**config.mk**
```make
export PLATFORM = sky130hd
export DESIGN_NAME = exc_commit_ctrl
export DESIGN_NICKNAME = d
export VERILOG_FILES = /design/src/rtl/exc_ctl_pkg.sv /design/src/rtl/exc_stage_track.sv /design/src/rtl/exc_commit_arb.sv /design/src/rtl/exc_trap_regs.sv /design/src/rtl/exc_commit_ctrl.sv
export SDC_FILE = /design/constraint.sdc
export NUM_CORES = 1
export LEC_CHECK = 0
export BUFFER_PORTS_ARGS = -buffer_cell sky130_fd_sc_hd__buf_2
export CORE_MARGIN = 10
export CORE_UTILIZATION = 30
export DETAILED_ROUTE_END_ITERATION = 6
export GPL_ROUTABILITY_DRIVEN = 0
export GPL_TIMING_DRIVEN = 0
export PLACE_DENSITY = 0.62
export SYNTH_ARGS = -nofsm -noshare
export SYNTH_HDL_FRONTEND = slang
export SYNTH_SLANG_ARGS = --single-unit
```
**constraint.sdc**
```tcl
create_clock -name clk -period 1.2 [get_ports clk]
set_input_delay 0.06 -clock clk [delete_from_list [all_inputs] [get_ports clk]]
set_output_delay 0.06 -clock clk [all_outputs]
set_load 0.005 [all_outputs]
```
**src/rtl/exc_ctl_pkg.sv**
```systemverilog
`timescale 1ns/1ps
package exc_ctl_pkg;

    // Tracked stages: fetch, decode, execute, memory (commit)
    localparam int unsigned N_STAGES  = 4;
    localparam int unsigned COMMIT_ST = N_STAGES - 1;
    localparam int unsigned CAUSE_W   = 3;

    typedef enum logic [CAUSE_W-1:0] {
        CAUSE_IRQ     = 3'd0,
        CAUSE_IFETCH  = 3'd1,
        CAUSE_ILLEGAL = 3'd2,
        CAUSE_OVF     = 3'd3,
        CAUSE_DFAULT  = 3'd4
    } cause_e;

    typedef struct packed {
        logic   pend;
        cause_e cause;
    } exc_rec_t;

    localparam exc_rec_t REC_NONE = '{pend: 1'b0, cause: CAUSE_IRQ};

    // Cause raised locally by a given stage index
    function automatic cause_e stage_cause(int unsigned s);
        case (s)
            0:       return CAUSE_IFETCH;
            1:       return CAUSE_ILLEGAL;
            2:       return CAUSE_OVF;
            default: return CAUSE_DFAULT;
        endcase
    endfunction

    // Earlier record wins; bubbles hold nothing
    function automatic exc_rec_t merge_rec(exc_rec_t carried, logic valid,
                                           logic ev, cause_e own);
        exc_rec_t r;
        r = REC_NONE;
        if (valid) begin
            if (carried.pend)  r = carried;
            else if (ev)       r = '{pend: 1'b1, cause: own};
        end
        return r;
    endfunction

endpackage

```
**src/rtl/exc_stage_track.sv**
```systemverilog
`timescale 1ns/1ps
module exc_stage_track
    import exc_ctl_pkg::*;
#(
    parameter cause_e OWN_CAUSE = CAUSE_IFETCH
) (
    input  logic     clk,
    input  logic     rst,
    input  logic     kill_i,
    input  logic     valid_i,
    input  logic     event_i,
    input  exc_rec_t carry_in_i,
    output exc_rec_t merged_o
);

    exc_rec_t carried_q;

    always_ff @(posedge clk) begin
        if (rst || kill_i) carried_q <= REC_NONE;
        else               carried_q <= carry_in_i;
    end

    assign merged_o = merge_rec(carried_q, valid_i, event_i, OWN_CAUSE);


    flush_clears_chk: assert property (@(posedge clk) disable iff (rst)
        kill_i |=> !carried_q.pend);


    bubble_quiet_chk: assert property (@(posedge clk) disable iff (rst)
        !valid_i |-> !merged_o.pend);


    older_wins_chk: assert property (@(posedge clk) disable iff (rst)
        (carried_q.pend && valid_i) |-> (merged_o.pend && merged_o.cause == carried_q.cause));

endmodule

```
**src/rtl/exc_commit_arb.sv**
```systemverilog
`timescale 1ns/1ps
module exc_commit_arb
    import exc_ctl_pkg::*;
#(
    parameter int unsigned PC_W = 32
) (
    input  logic                          clk,
    input  logic                          rst,
    input  logic                          irq_i,
    input  logic [N_STAGES-1:0]           valid_i,
    input  logic [N_STAGES-1:0][PC_W-1:0] pc_i,
    input  exc_rec_t                      commit_rec_i,
    output logic                          trap_o,
    output cause_e                        cause_o,
    output logic [PC_W-1:0]               trap_pc_o,
    output logic                          commit_ok_o
);

    logic found;

    always_comb begin
        trap_o      = irq_i | commit_rec_i.pend;
        cause_o     = irq_i ? CAUSE_IRQ : commit_rec_i.cause;
        commit_ok_o = valid_i[COMMIT_ST] & ~trap_o;
        // oldest valid stage, default to fetch PC
        found     = 1'b0;
        trap_pc_o = pc_i[0];
        for (int s = N_STAGES - 1; s >= 0; s--) begin
            if (!found && valid_i[s]) begin
                found     = 1'b1;
                trap_pc_o = pc_i[s];
            end
        end
    end


    empty_commit_pc_chk: assert property (@(posedge clk) disable iff (rst)
        (irq_i && !valid_i[COMMIT_ST] && valid_i[COMMIT_ST-1]) |-> trap_pc_o == pc_i[COMMIT_ST-1]);

endmodule

```
**src/rtl/exc_trap_regs.sv**
```systemverilog
`timescale 1ns/1ps
module exc_trap_regs
    import exc_ctl_pkg::*;
#(
    parameter int unsigned PC_W = 32
) (
    input  logic            clk,
    input  logic            rst,
    input  logic            trap_i,
    input  cause_e          cause_i,
    input  logic [PC_W-1:0] pc_i,
    output cause_e          cause_q,
    output logic [PC_W-1:0] epc_q
);

    always_ff @(posedge clk) begin
        if (rst) begin
            cause_q <= CAUSE_IRQ;
            epc_q   <= '0;
        end else if (trap_i) begin
            cause_q <= cause_i;
            epc_q   <= pc_i;
        end
    end


    hold_regs_chk: assert property (@(posedge clk) disable iff (rst)
        !trap_i |=> ($stable(cause_q) && $stable(epc_q)));


    load_regs_chk: assert property (@(posedge clk) disable iff (rst)
        trap_i |=> (cause_q == $past(cause_i) && epc_q == $past(pc_i)));

endmodule

```
**src/rtl/exc_commit_ctrl.sv**
```systemverilog
`timescale 1ns/1ps
module exc_commit_ctrl
    import exc_ctl_pkg::*;
#(
    parameter int unsigned    PC_W       = 32,
    parameter logic [PC_W-1:0] HANDLER_PC = 32'h0000_0100
) (
    input  logic                clk,
    input  logic                rst,
    input  logic                irq_i,
    input  logic                f_valid_i,
    input  logic                d_valid_i,
    input  logic                e_valid_i,
    input  logic                m_valid_i,
    input  logic [PC_W-1:0]     f_pc_i,
    input  logic [PC_W-1:0]     d_pc_i,
    input  logic [PC_W-1:0]     e_pc_i,
    input  logic [PC_W-1:0]     m_pc_i,
    input  logic                f_fetch_fault_i,
    input  logic                d_illegal_i,
    input  logic                e_overflow_i,
    input  logic                m_data_fault_i,
    output logic [3:0]          kill_o,
    output logic                redirect_o,
    output logic                commit_ok_o,
    output logic [CAUSE_W-1:0]  cause_o,
    output logic [PC_W-1:0]     epc_o
);

    logic [N_STAGES-1:0]           st_valid;
    logic [N_STAGES-1:0]           st_event;
    logic [N_STAGES-1:0][PC_W-1:0] st_pc;
    exc_rec_t                      merged   [N_STAGES];
    exc_rec_t                      chain_in [N_STAGES];
    logic                          trap;
    cause_e                        trap_cause;
    cause_e                        cause_q;
    logic [PC_W-1:0]               trap_pc;

    assign st_valid = {m_valid_i, e_valid_i, d_valid_i, f_valid_i};
    assign st_event = {m_data_fault_i, e_overflow_i, d_illegal_i, f_fetch_fault_i};
    assign st_pc    = {m_pc_i, e_pc_i, d_pc_i, f_pc_i};

    genvar s;
    generate
        for (s = 0; s < N_STAGES; s++) begin : g_stage
            if (s == 0) begin : g_first
                assign chain_in[s] = REC_NONE;
            end else begin : g_next
                assign chain_in[s] = merged[s-1];
            end
            exc_stage_track #(
                .OWN_CAUSE (stage_cause(s))
            ) u_track (
                .clk        (clk),
                .rst        (rst),
                .kill_i     (trap),
                .valid_i    (st_valid[s]),
                .event_i    (st_event[s]),
                .carry_in_i (chain_in[s]),
                .merged_o   (merged[s])
            );
        end
    endgenerate

    exc_commit_arb #(.PC_W(PC_W)) u_arb (
        .clk          (clk),
        .rst          (rst),
        .irq_i        (irq_i),
        .valid_i      (st_valid),
        .pc_i         (st_pc),
        .commit_rec_i (merged[COMMIT_ST]),
        .trap_o       (trap),
        .cause_o      (trap_cause),
        .trap_pc_o    (trap_pc),
        .commit_ok_o  (commit_ok_o)
    );

    exc_trap_regs #(.PC_W(PC_W)) u_regs (
        .clk     (clk),
        .rst     (rst),
        .trap_i  (trap),
        .cause_i (trap_cause),
        .pc_i    (trap_pc),
        .cause_q (cause_q),
        .epc_q   (epc_o)
    );

    assign kill_o     = {N_STAGES{trap}};
    assign redirect_o = trap;
    assign cause_o    = cause_q;


    commit_vs_trap_chk: assert property (@(posedge clk) disable iff (rst)
        commit_ok_o |-> (!redirect_o && m_valid_i));


    irq_wins_chk: assert property (@(posedge clk) disable iff (rst)
        irq_i |=> cause_o == 3'd0);

endmodule

```
## Word level (Yosys, flattened, before mapping)

Index checks and enable logic that the tools add are counted.

| word-level totals | value |
|---|---|
| latch bits | 0 |
| ROM bits | 0 |
| bits of input ports | 139 |
| memories kept | 0 |
| logic and storage cells | 40 |
| register bits | 47 |
| memory bits (writable) | 0 |
| output and inout port bits | 41 |

| operators by class | value |
|---|---|
| order comparisons | 0 |
| shifts and indexed selects | 0 |
| div/mod/pow operators | 0 |
| bitwise operators | 6 |
| equality and inequality tests | 0 |
| multiplexer cells | 16 |
| $add $sub $neg | 0 |
| $mul | 0 |
| reductions and logical operators | 10 |

Operators with widths:

| operator | number |
|---|---|
| $mux W32 | 4 |
| $mux W4 | 8 |
| $reduce_or A2 Y1 | 3 |
| $not A1 Y1 | 4 |
| $logic_and A1 B1 Y1 | 3 |
| $logic_not A1 Y1 | 3 |
| $mux W1 | 3 |
| $mux W3 | 1 |
| $and A1 B1 Y1 | 1 |
| $logic_or A1 B1 Y1 | 1 |
| $or A1 B1 Y1 | 1 |

## Depth between registers and ports, before layout

| depth | value |
|---|---|
| depth in word-level cells | 10 |
| depth in mapped cells | 6 |
| gate-level depth less buffers | 3 |

## By module

A second synthesis with hierarchy kept.

| second synthesis, totals | value |
|---|---|
| cells, all modules | 365 |
| area, all modules | 3417.0 µm² |

Modules (own cells, without submodules):

| module | cells an instance | seq. area each (µm²) | area each (µm²) | times used |
|---|---|---|---|---|
| exc_commit_arb | 189 | 0.0 | 1500.2 | 1 |
| exc_trap_regs | 113 | 700.7 | 1272.5 | 1 |
| exc_stage_track (g_stage[0].u_track ...) | 14 | 80.1 | 147.6 | 3 |
| exc_stage_track (g_stage[2].u_track) | 16 | 80.1 | 167.7 | 1 |
| exc_commit_ctrl | 5 | 0.0 | 33.8 | 1 |

## Worst setup path before layout

OpenSTA, ideal clock, no wires.

| path | value |
|---|---|
| kind | flip-flop to flip-flop |
| start | register g_stage[3].u_track.carried_q[3] (netlist name) |
| end | register u_regs.epc_q[21] |
| period minus slack after synthesis | 1316 ps |
| data arrival time | 1166 ps |
| cell stages (with the launch flop) | 5 |
| library setup time | 151 ps |
| slack | -116 ps |
| cell sequence | dfxtp_1 -> o21ai_1 -> nand2b_1 -> buf_1 -> a311oi_1 |

| on the way | value |
|---|---|
| longest elaborated chain between the ends | 3 |

RTL lines:

| item | RTL line | source |
|---|---|---|
| start: declaration | exc_stage_track.sv:16 | `exc_rec_t carried_q;` |
| start signal: assignment | exc_stage_track.sv:20 | `else carried_q <= carry_in_i;` |
| $mux W4 | exc_ctl_pkg.sv:40 | `if (carried.pend) r = carried;` |
| $mux W4 | exc_ctl_pkg.sv:39 | `if (valid) begin` |
| $or A1 B1 Y1 | exc_commit_arb.sv:22 | `trap_o = irq_i \| commit_rec_i.pend;` |
| net redirect_o | exc_commit_ctrl.sv:24 | `output logic redirect_o,` |
| end signal: assignment | exc_trap_regs.sv:22 | `epc_q <= pc_i;` |
| end: declaration | exc_trap_regs.sv:13 | `output logic [PC_W-1:0] epc_q` |

The timed path passes the listed nets, and every way through them passes these cells.
A chain may end at the register's enable or synchronous reset.

## Worst setup path after layout

| path | value |
|---|---|
| start | register g_stage[3].u_track.carried_q[3] (netlist name) |
| end | output port kill_o[3] |

| on the way | value |
|---|---|
| longest elaborated chain between the ends | 3 |

RTL lines:

| item | RTL line | source |
|---|---|---|
| $mux W4 | exc_ctl_pkg.sv:40 |  |
| $mux W4 | exc_ctl_pkg.sv:39 |  |
| $or A1 B1 Y1 | exc_commit_arb.sv:22 |  |
| end: declaration | exc_commit_ctrl.sv:23 | `output logic [3:0] kill_o,` |

No other way between the ends.

==> metrics.log <==
[metrics] top-level I/O count: 180
[metrics] kind of end point of the critical path: primary output
[metrics] crit start category: flip-flop
[metrics] post-route ant nets: 0
[metrics] final standard cell area without fillers: 4560 um2
[metrics] post-place instance area: 3830 um2
[metrics] sw power: 1.29 mW
[metrics] number of buffers added by the clock tree synthesis step: 5
[metrics] register-to-register setup slack: -0.14 ns
[metrics] ratio of cells with drive above 1 in the final layout: 52.3%
[metrics] fraction of the core area covered by cells at the end of the flow: 49.8%
[metrics] number of antenna violations at the first check in global routing: 2
[metrics] family of cells with the greatest summed delay on the critical path: flip-flops
[metrics] cell with the most instances after synthesis: nor3_1
[metrics] Worst-Skew Late Latency: 0.31 ns
[metrics] TritonCTS sink count: 42
[metrics] Pre-antenna DRT Iters: 4
[metrics] maximum fanout along the worst path: 6
[metrics] port bufs: 177
[metrics] Global Route Usage Sum: 18.1%
[metrics] cell types with the highest counts after synthesis: nor3_1, dfxtp_1, nand2_1
[metrics] via count normalized by instance count: 5.46
[metrics] most frequent CP cell: buf_6
[metrics] count of synthesis-stage warnings from yosys: 0
[metrics] top cell type by total area after synthesis: dfxtp_1
[metrics] synthesized net count: 481
[metrics] proportion of synthesized flip-flops having asynchronous set or reset: 0%
[metrics] number of DRC markers in iteration 0: 142
[metrics] data required time of the worst path: 1.14 ns
[metrics] Fin. Hold Viols: 0
[metrics] CTS tree: built
[metrics] post-layout net count: 679
[metrics] wire length of the first global-routing pass: 19600 um
[metrics] buffer depth of the longest clock path: 2
[metrics] number of max-capacitance violations reported: 0
[metrics] worst setup path class: reg -> out
[metrics] worst slew slack as a fraction of its limit: 48.2%
[metrics] Reg clk slew, reported paths: 0.10 ns
[metrics] switching portion of total power: 31.6%
[metrics] DRC: 0
[metrics] unrepaired setup endpoints after global routing: yes
[metrics] post-synthesis register bit count: 42
[metrics] netlist area before placement: 2790 um2
[metrics] Area Growth Syn to Fin: 63.2%
[metrics] vias in the first global route: 3879
[metrics] cells after synthesis: 342
[metrics] commonest register cell after synthesis: dfxtp_1
[metrics] post-layout min period: 1.36 ns
[metrics] max-slew violation total from the final report: 0
[metrics] Sum Neg Setup Slack: -2.85 ns
[metrics] worst min-delay path category: in -> reg
[metrics] IR drop worst, VDD: 0.000466 V
[metrics] result of the run: finished with violations
[metrics] maximum number of pins on one net before global-route repair: 15
[metrics] average cell area after synthesis: 8.17 um2
[metrics] std cell rows: 35
[metrics] power per cell area: 897 nW/um2
[metrics] Die Wd: 116 um
[metrics] post-DR wirelength/cell: 20.1 um
[metrics] arrival time worst endpoint: 1.30 ns
[metrics] maximum level of the CTS H-tree: 2
[metrics] leak pwr: 1.94 nW
[metrics] overflow left after global routing: 0
[metrics] Synth cell types: 26
[metrics] setup clock skew after layout: 0.0125 ns
[metrics] power share of the sequential group: 38.4%
[metrics] Filler cells: 888
[metrics] starting density of the core: 30.5%
[metrics] pin slew with the least headroom to its limit: 0.776 ns
[metrics] post-route clock period utilization: 113%
[metrics] routed wire length: 13100 um
[metrics] CP peak stage delay: 0.38 ns
[metrics] area share of the largest cell type after synthesis: 30.1%
[metrics] internal power summed over all cells: 2.79 mW
[metrics] total via count in the routed design: 3564
[metrics] placeable core region: 9150 um2
[metrics] crit path setup slack, layout: -0.159 ns
[metrics] failing checks: negative setup slack
[metrics] share of total power in the clock network: 28.9%
[metrics] Critical-path top delay cell: dfxtp_4
[metrics] DP Wirelength: 9850 um
[metrics] Chip Height: 116 um
[metrics] Buf/Inv on CP: 3
[metrics] number of enable flip-flop cells after synthesis: 0
[metrics] count of final setup violators: 36
[metrics] Total Die Area: 13600 um2
[metrics] Gate power share: 32.8%
[metrics] share of synthesized area occupied by flip-flops and latches: 30.1%
[metrics] CTS root buffer: clkbuf_8
[metrics] sequence of cells on the critical path: o21ai_4 > nand2b_4 > buf_8 > buf_6 > buf_6
[metrics] Max Freq: 0.736 GHz
[metrics] biggest area contributors in the synthesized netlist: dfxtp_1, a2111o_1, nor3_1, a311oi_1, a22oi_1
-- path summary, 6_finish.rpt --
check                                                   from                                          to  cells after the start
setup / recovery  g_stage[3].u_track.carried_q[3]$_SDFF_PP0_                                   kill_o[3]                      5
hold / removal                               f_fetch_fault_i  g_stage[1].u_track.carried_q[0]$_SDFF_PP0_                      2
setup reg to reg  g_stage[3].u_track.carried_q[3]$_SDFF_PP0_                u_regs.epc_q[9]$_SDFFE_PP0P_                      6
hold reg to reg   g_stage[2].u_track.carried_q[1]$_SDFF_PP0_  g_stage[3].u_track.carried_q[1]$_SDFF_PP0_                      2
-- cell usage in the layout, fill, tap and decap left out, drive strengths merged --
cell / instances
a22oi: 31
clkinvlp: 2
nand2b: 2
o21ai: 1
dlygate4sd3: 2
nor4b: 2
nor3b: 1
nor2: 5
a32oi: 2
buf: 214
clkbuf: 27
diode: 1
nand2: 35
dfxtp: 42
a2111oi: 1
a2111o: 32
nor3: 67
nand3: 2
o21a: 1
bufinv: 1
a21oi: 3
a2bb2oi: 1
o21ba: 1
nor2b: 32
and3: 2
a311oi: 32
-- timing repair --
action                                 in CTS  in global routing
gates cloned                                1                  3
hold buffers                                2                  0
pin swaps                                  13                 10
buffers inserted                            6                  3
setup endpoints to repair                  36                 39
gates resized for setup                    52                 53
endpoints found under the hold margin       2                  0
-- per-stage QoR --
step / total power [mW] / std cells / hold WS, ns / setup slack (ns)
6_report: 4.09 / 653 / 0.000594 / -0.159
5_1_grt: 4.27 / 653 / 0.00734 / -0.195
4_1_cts: 3.94 / 646 / 0.00164 / -0.146
3_5_place_dp: 2.66 / 630 / 0.284 / -0.392
3_3_place_gp: 2.65 / 630 / 0.279 / -0.364
2_1_floorplan: 2.13 / 342 / 0.154 / 0.0115
-- per-layer routing --
layer / GRT usage [%] / part of all wire (%) / vias to the layer above
li1: - / - / 1737
met1: 20.9 / 41 / 1672
met2: 31.3 / 50 / 139
met3: 6.37 / 8.4 / 14
met4: 3.84 / 0.87 / 2
met5: 0 / 0.099 / -
-- area by class of cell --
class                      instances  area [um2]  area share, %
multi-input combinational        253        2030           44.6
timing repair buffer             192        1070           23.5
sequential                        42         845           18.5
buffer                            46         355           7.80
tap                              111         139           3.05
clock buffer                       5        68.8           1.51
clock inverter                     3        45.0          0.988
antenna                            1        2.50         0.0549
-- logic make-up (layout without fill, tap and decap cells) --
kind of cell | after synthesis | in the layout | share of synthesized area [%]
other cells | 0 | 1 | 0
flops | 42 | 42 | 30.1
compound gates | 105 | 105 | 33.9
simple gates | 148 | 148 | 27.2
buf+inv | 47 | 246 | 8.78
-- sequential cells by signal, indices dropped and copies added, names as in the netlist --
register and cells:
u_regs.epc_q 32, g_stage.u_track.carried_q 7, u_regs.cause_q 3
-- power by group through the flow --
stage	Sequential, mW	Combinational (mW)	Clock [mW]
after floorplan	1.59	0.544	0
after global placement	1.58	1.07	0
after detailed placement	1.58	1.08	0
after CTS	1.56	1.21	1.18
after global routing	1.58	1.46	1.24
final	1.57	1.34	1.18
Power figures use the tool's default switching activity.
